### src/rtl/rxm_pkg.sv
package rxm_pkg;

   typedef enum logic [2:0] {
      MM_OFF          = 3'b000,
      MM_RSVD         = 3'b001,
      MM_FIRST_EITHER = 3'b010,
      MM_ANY_EITHER   = 3'b011,
      MM_FIRST_PAIR   = 3'b100,
      MM_ANY_PAIR     = 3'b101,
      MM_FIRST_MASKED = 3'b110,
      MM_ANY_MASKED   = 3'b111
   } mm_mode_e;

   typedef struct packed {
      logic eq_a;
      logic eq_b;
      logic eq_masked;
   } cmp_hits_t;

endpackage

### src/rtl/rxm_compare.sv
module rxm_compare #(
   parameter int DATA_W = 8
) (
   input  logic [DATA_W-1:0]  word_i,
   input  logic [DATA_W-1:0]  ref_a_i,
   input  logic [DATA_W-1:0]  ref_b_i,
   output rxm_pkg::cmp_hits_t hits_o
);

   logic [DATA_W-1:0] diff_a;
   logic [DATA_W-1:0] diff_b;
   logic [DATA_W-1:0] diff_m;

   generate
      for (genvar g = 0; g < DATA_W; g++) begin : g_bit
         assign diff_a[g] = word_i[g] ^ ref_a_i[g];
         assign diff_b[g] = word_i[g] ^ ref_b_i[g];
         // a bit only matters where the mask (reference B) is one
         assign diff_m[g] = diff_a[g] & ref_b_i[g];
      end
   endgenerate

   always_comb begin
      hits_o.eq_a      = ~|diff_a;
      hits_o.eq_b      = ~|diff_b;
      hits_o.eq_masked = ~|diff_m;
   end

endmodule

### src/rtl/rxm_position.sv
module rxm_position #(
   parameter int IDX_W = 2
) (
   input  logic clk,
   input  logic rst_n,
   input  logic word_vld_i,
   input  logic frame_sof_i,
   output logic is_first_o,
   output logic is_second_o
);

   localparam logic [IDX_W-1:0] IDX_CAP = IDX_W'(2);

   generate
      if (IDX_W < 2) begin : g_bad_idx
         $error("rxm_position: IDX_W must be at least 2");
      end
   endgenerate

   logic [IDX_W-1:0] idx_q;
   logic [IDX_W-1:0] idx_cur;

   // no frame is open out of reset: the count starts saturated
   assign idx_cur     = frame_sof_i ? '0 : idx_q;
   assign is_first_o  = (idx_cur == '0);
   assign is_second_o = (idx_cur == IDX_W'(1));

   always_ff @(posedge clk or negedge rst_n) begin
      if (!rst_n) begin
         idx_q <= IDX_CAP;
      end else if (word_vld_i) begin
         idx_q <= (idx_cur >= IDX_CAP) ? IDX_CAP : idx_cur + IDX_W'(1);
      end
   end

endmodule

### src/rtl/rxm_rule.sv
module rxm_rule (
   input  logic               clk,
   input  logic               rst_n,
   input  logic               word_vld_i,
   input  logic               frame_sof_i,
   input  logic               is_first_i,
   input  logic               is_second_i,
   input  rxm_pkg::cmp_hits_t hits_i,
   input  logic [2:0]         mode_i,
   output logic               hit_o
);
   import rxm_pkg::*;

   mm_mode_e mode;
   logic     first_was_a_q;
   logic     armed_q;
   logic     armed_cur;
   logic     rule_hit;

   assign mode      = mm_mode_e'(mode_i);
   assign armed_cur = armed_q & ~frame_sof_i;

   always_comb begin
      unique case (mode)
         MM_FIRST_EITHER: rule_hit = is_first_i & (hits_i.eq_a | hits_i.eq_b);
         MM_ANY_EITHER:   rule_hit = hits_i.eq_a | hits_i.eq_b;
         MM_FIRST_PAIR:   rule_hit = is_second_i & first_was_a_q & hits_i.eq_b;
         MM_ANY_PAIR:     rule_hit = armed_cur & hits_i.eq_b;
         MM_FIRST_MASKED: rule_hit = is_first_i & hits_i.eq_masked;
         MM_ANY_MASKED:   rule_hit = hits_i.eq_masked;
         default:         rule_hit = 1'b0;
      endcase
   end

   assign hit_o = word_vld_i & rule_hit;

   always_ff @(posedge clk or negedge rst_n) begin
      if (!rst_n) begin
         first_was_a_q <= 1'b0;
         armed_q       <= 1'b0;
      end else if (word_vld_i) begin
         armed_q <= hits_i.eq_a;
         if (is_first_i) begin
            first_was_a_q <= hits_i.eq_a;
         end
      end
   end

endmodule

### src/rtl/rxm_flag.sv
module rxm_flag #(
   parameter bit SET_WINS = 1'b1
) (
   input  logic clk,
   input  logic rst_n,
   input  logic hit_i,
   input  logic clr_i,
   output logic pulse_o,
   output logic flag_o
);

   logic pulse_q;
   logic flag_q;

   always_ff @(posedge clk or negedge rst_n) begin
      if (!rst_n) pulse_q <= 1'b0;
      else        pulse_q <= hit_i;
   end

   generate
      if (SET_WINS) begin : g_set_first
         always_ff @(posedge clk or negedge rst_n) begin
            if (!rst_n) flag_q <= 1'b0;
            else        flag_q <= pulse_q | (flag_q & ~clr_i);
         end
      end else begin : g_clr_first
         always_ff @(posedge clk or negedge rst_n) begin
            if (!rst_n) flag_q <= 1'b0;
            else        flag_q <= ~clr_i & (pulse_q | flag_q);
         end
      end
   endgenerate

   assign pulse_o = pulse_q;
   assign flag_o  = flag_q;

endmodule

### src/rtl/rx_word_matcher.sv
module rx_word_matcher #(
   parameter int DATA_W   = 8,
   parameter bit SET_WINS = 1'b1
) (
   input  logic              clk,
   input  logic              rst_n,
   input  logic              word_vld,
   input  logic              frame_sof,
   input  logic [DATA_W-1:0] word_data,
   input  logic [2:0]        match_mode,
   input  logic [DATA_W-1:0] ref_a,
   input  logic [DATA_W-1:0] ref_b,
   input  logic              flag_clr,
   output logic              hit_pulse,
   output logic              hit_flag
);

   localparam int IDX_W = 2;

   generate
      if (DATA_W < 1) begin : g_bad_width
         $error("rx_word_matcher: DATA_W must be positive");
      end
   endgenerate

   rxm_pkg::cmp_hits_t hits;
   logic               is_first;
   logic               is_second;
   logic               hit_now;

   rxm_compare #(.DATA_W(DATA_W)) i_compare (
      .word_i  (word_data),
      .ref_a_i (ref_a),
      .ref_b_i (ref_b),
      .hits_o  (hits)
   );

   rxm_position #(.IDX_W(IDX_W)) i_position (
      .clk         (clk),
      .rst_n       (rst_n),
      .word_vld_i  (word_vld),
      .frame_sof_i (frame_sof),
      .is_first_o  (is_first),
      .is_second_o (is_second)
   );

   rxm_rule i_rule (
      .clk         (clk),
      .rst_n       (rst_n),
      .word_vld_i  (word_vld),
      .frame_sof_i (frame_sof),
      .is_first_i  (is_first),
      .is_second_i (is_second),
      .hits_i      (hits),
      .mode_i      (match_mode),
      .hit_o       (hit_now)
   );

   rxm_flag #(.SET_WINS(SET_WINS)) i_flag (
      .clk     (clk),
      .rst_n   (rst_n),
      .hit_i   (hit_now),
      .clr_i   (flag_clr),
      .pulse_o (hit_pulse),
      .flag_o  (hit_flag)
   );

endmodule

### config.mk
export PLATFORM = sky130hd
export DESIGN_NAME = rx_word_matcher
export DESIGN_NICKNAME = d
export VERILOG_FILES = /design/src/rtl/rxm_pkg.sv /design/src/rtl/rxm_compare.sv /design/src/rtl/rxm_position.sv /design/src/rtl/rxm_rule.sv /design/src/rtl/rxm_flag.sv /design/src/rtl/rx_word_matcher.sv
export SDC_FILE = /design/constraint.sdc
export NUM_CORES = 1
export LEC_CHECK = 0
export CAP_MARGIN = 30
export CORE_MARGIN = 2
export CORE_UTILIZATION = 35
export DETAILED_ROUTE_END_ITERATION = 7
export PLACE_DENSITY = 0.8
export SLEW_MARGIN = 20
export SYNTH_ARGS = -nofsm -noshare
export SYNTH_HDL_FRONTEND = slang
export SYNTH_HIERARCHICAL = 1
export SYNTH_SLANG_ARGS = --single-unit
### constraint.sdc
create_clock -name clk -period 1.55 [get_ports clk]
set_clock_uncertainty 0.2 [all_clocks]
set_input_delay 0.2325 -clock clk [delete_from_list [all_inputs] [get_ports clk]]
set_output_delay 0.2325 -clock clk [all_outputs]
set_load 0.03 [all_outputs]
* Yosys cells after proc, flatten, opt, wreduce, memory -nomap -nowiden
Cells that the tools add are included.
** Word-level totals
- Output and inout port bits :: 2
- Word-level logic and storage cells :: 61
- Input port bits :: 32
- Bits in registers :: 6
** Operators by class
- Muxes and demuxes :: 3
- Reductions and logical operators :: 8
- Add/sub/neg operators :: 1
- Equality and inequality tests :: 7
- Bitwise operators :: 36
- $lt $le $gt $ge :: 1
** Operators with widths (number)
- $reduce_or 8->1 :: 3
- $and 1x1->1 :: 16
- $xor 1x1->1 :: 16
- $eq 3x3->1 const B :: 4
- $eq 3x2->1 const B :: 2
- $pmux 1 s6 :: 1
- $mux 2 :: 2
- $logic_not 1->1 :: 3
- $add 2x1->2 const B :: 1
- $eq 2x1->1 const B :: 1
- $ge 2x2->1 const B :: 1
- $logic_not 2->1 :: 1
- $not 1->1 :: 2
- $or 1x1->1 :: 2
- $reduce_and 2->1 :: 1

* Logic depth before layout (Yosys ltp)
- Depth after elaboration :: 7
- Gate-level depth with buffers :: 7
- Mapped depth without buffers :: 7

* Cells and area by module
Netlist, hierarchy kept.
** By module, submodules not included
- rxm_compare :: times used 1, area each 244.0 um^2, cells each 36, seq. area each 0.0 um^2
- rxm_rule :: times used 1, area each 133.9 um^2, cells each 13, seq. area each 50.0 um^2
- rxm_position :: times used 1, area each 102.6 um^2, cells each 7, seq. area each 51.3 um^2
- rxm_flag :: times used 1, area each 61.3 um^2, cells each 4, seq. area each 50.0 um^2

* Worst setup path before layout
OpenSTA, ideal clock, no wires.
- Path type :: input port to flip-flop
- From :: input port word_data[3]
- To :: register i_flag.pulse_q (netlist: i_flag/pulse_o)
- Cell stages on the path :: 7
- Path slack :: 0.243 ns
- Path buffers :: 0
- Data required time :: 1.219 ns
- Setup time :: 0.131 ns
- Arrival :: 0.977 ns
- Cells stage by stage :: xnor2_1 -> o22ai_1 -> nor2_1 -> nor3b_2 -> nand2b_1 -> o2111ai_1 -> o22ai_1
** RTL lines
- start, declared :: line rx_word_matcher.sv:9 : input logic [DATA_W-1:0] word_data,
- end signal, assigned :: line rxm_flag.sv:17 : else pulse_q <= hit_i;
- end, declared :: line rxm_flag.sv:12 : logic pulse_q;

==> results by group <==
Yosys
  – Synth cell types: 21
  – Cell taking the most area after synthesis: xnor2_1
  – Mean Syn Cell Area: between 9 and 10 um^2
  – Seq/Total Area, Yosys: 27.94%
  – Cells after synthesis: 60
  – Post-synthesis mux area share: roughly 7.6%
  – YS warnings: 6
  – Complex-gate fraction of the synthesized area: between 10% and 20%
  – Largest family of logic cells by synthesized area: XOR/XNOR gates
  – Fraction of the mapped netlist area in adder cells: 0%
  – Synth top cells by count: 16 x xnor2_1, 9 x inv_1, 5 x dfrtp_1, 5 x o22ai_1, 4 x nand4_1
  – Post-synthesis xor/xnor area fraction: 25.87%
  – Mapped Area: roughly 540 um^2
  – Synth Net Count: between 90 and 100
  – Ys flop type: dfrtp_1
  – Yosys top cell area share: 25.87%
  – Share of flip-flops with an asynchronous set or reset: 100.0%
  – Post-synth EDFFs: 0
  – Ranking of synthesized cells by area: xnor2_1 26%, dfrtp_1 23%, inv_1 6.2%, o22ai_1 5.8%, mux2_4 5.5%
  – Synth Area in Simple Gates: 16.86%
  – Register bit total from synthesis: 6
  – Most numerous cell in the Yosys netlist: xnor2_1

Routing
  – Drt first pass iters: 4
  – Routed wire length: 1828 um
  – Final ANT Viol Nets: 0
  – Via Count: 666
  – Wire per inst: 13.74 um
  – Number of DRC markers in iteration 0: 12
  – # DRC: 0
  – Vias per std cell: 5.008

CTS
  – Post-CTS setup buffers: 0
  – Root Driver: clkbuf_4
  – H-tree lvl count: 1
  – Clock-pin transition on the worst setup and hold timing paths: ~0.050 ns
  – CTS tree: built
  – Clock Sinks: 6
  – Clock Latency Late Sink: 0.24 ns
  – Clk buf depth: 2
  – Hold-fix buffer count after cts: 0
  – Number of buffers created by CTS: 3

Power and ir drop
  – Leakage power: 0.6367 nW
  – VDD IR max: 0.2781 mV
  – PwrDens: 535.1 mW/mm^2
  – Power after layout: 643.4 uW

Layout
  – Fraction of layout instances using a drive strength above 1: 41.03%
  – Area Overhead vs Synth: 121.9%
  – Finished Cell Area: 0.001202 mm^2
  – Final cell count without fillers: 133
  – Diode count: 0
  – Fillers: 87
  – # nets final: 150

Floorplan
  – CORE AREA: 0.001471 mm^2
  – I/O Pins: 34
  – DIE AREA: around 0.0019 mm^2
  – Die width: 43.35 um
  – Initial Utilization: 36.82%
  – Die Ht: 43.35 um
  – Core Rows: 14

Global route
  – Antenna violations before repair: 0
  – Vias in the first global route: ~690
  – First-pass GRT wire length: 2532 um
  – GRT overflow: 0
  – Largest net degree at the start of global routing: 7
  – Tot GR Track Use: a little under a fifth

Worst setup path
  – Buf+Inv Stages, Crit Path: 2
  – CP max stage delay: 0.43 ns
  – Crit path max fanout: 2
  – Worst Path Required: 1.51 ns
  – Family with the most delay on the worst path: buffers and inverters
  – Crit end category: register
  – Critical path cell sequence: clkdlybuf4s50_1 -> buf_4 -> xnor2_2 -> nand4_1 -> nor2_2 -> nand4b_1 -> o22ai_1
  – Worst setup SP type: input port
  – Crit Path Class: in2reg
  – Slowest CP cell: clkdlybuf4s50_1
  – Critical Path AT: roughly 1.5 ns

Placed design
  – Port bufs: 33
  – DP Area: 0.001042 mm^2
  – Inst Count DP: 129
  – Setup WS pre-CTS: -0.3337 ns
  – Placer congestion estimate: around 0.84
  – DP HPWL: 1288 um

Timing
  – Final hold violations: 0
  – Fin crit share: 100.8%
  – Slew HR: between 70 and 80%
  – Setup TNS Final: -0.01311 ns
  – Final setup vio count: 1
  – Worst-Margin Slew: 0.3065 ns
  – Min cycle time layout: approximately 1.6 ns
  – Final worst slack: -0.01311 ns
  – Fmax: 639.8 MHz
  – Max-slew violations: 0

Hold path
  – Worst hold path class: in2async

Outcome
  – Status: finished, violations left
  – Failing checks: negative setup slack

Job
  – Max-cap violations: 0
cell usage in the layout (no fill, tap or decap), types with 2 or more instances in the layout:
| cell type | Yosys | layout |
|---|---|---|
| buf_4 | 0 | 20 |
| dfrtp_1 | 5 | 5 |
| o22ai_1 | 5 | 2 |
| xnor2_2 | 0 | 12 |
| inv_1 | 9 | 9 |
| dlygate4sd2_1 | 0 | 11 |
| nand2_1 | 2 | 2 |
| a21oi_1 | 2 | 2 |
| clkdlybuf4s50_1 | 0 | 14 |
| nor2_2 | 0 | 2 |
| xnor2_1 | 16 | 4 |
| nand4_1 | 4 | 4 |
| clkbuf_4 | 0 | 3 |
| mux2_4 | 2 | 2 |
| dlymetal6s2s_1 | 0 | 8 |
| o22ai_2 | 0 | 3 |
final cells by class:
class / count / area, um^2 / area share, %
multi-input cells: 45 / 484.2 / 40.27
well taps: 16 / 20.02 / 1.665
clock buffers: 4 / 26.28 / 2.185
repair buffers: 53 / 486.7 / 40.48
inverters: 9 / 33.78 / 2.810
flip-flops and latches: 6 / 151.4 / 12.59
flip-flops by register name (all words and copies together) (netlist names):
signal and flops:
i_flag/pulse_o 1, i_rule/first_was_a_q 1, i_rule/armed_q 1, i_flag/flag_o 1, i_position/idx_q 2
where the power goes:
part           switching, mW  leakage [nW]  total (mW)  internal [mW]
Combinational          0.115         0.545       0.304          0.189
Clock                 0.0567        0.0150       0.154         0.0975
Sequential            0.0132        0.0768       0.185          0.172
Total                  0.185         0.637       0.643          0.458
stage by stage:
stage | hold slack, ns | util (%)
2_1_floorplan | -0.2631 | -
3_3_place_gp | 0.2390 | 70.83
3_5_place_dp | 0.2421 | 70.83
4_1_cts | 0.02410 | 74.74
5_1_grt | 0.03356 | 81.72
6_report | 0.02513 | 81.72
worst paths after layout:
path                                      from                    to  slack, ns  cells past startpoint
max                                   ref_b[1]        i_flag/pulse_o      -0.01                      7
min                                      rst_n  i_rule/first_was_a_q       0.03                      1
max reg2reg                i_position/idx_q[1]  i_rule/first_was_a_q       0.21                      3
min reg2reg                     i_flag/pulse_o         i_flag/flag_o       0.25                      1
max in group asynchronous                rst_n   i_position/idx_q[1]       0.85                      1
min in group clk                i_flag/pulse_o         i_flag/flag_o       0.25                      1
what timing repair did:
item / CTS / global route
endpoints found under the hold margin: 0 / 0
resized for setup: 17 / 21
pin swaps: 7 / 10
setup endpoints to repair: 3 / 3
per-layer routing:
layer | vias up | wire length (um) | global-route usage, % | part of all wire, %
met5 | - | 0 | 0 | 0
met4 | 0 | 87 | 12.73 | 4.8
met3 | 8 | 131 | 1.667 | 7.2
met2 | 38 | 1020 | 37.01 | 56
met1 | 295 | 589 | 15.89 | 32
li1 | 325 | - | - | -
logic make-up after synthesis:
kind of cell,after synthesis
DFF,6
buffers and inverters,9
AOI/OAI and AO/OA,11
and+or+nand+nor,15
muxes,3
xor gates and xnor gates,16
(Power assumes the default switching activity.)
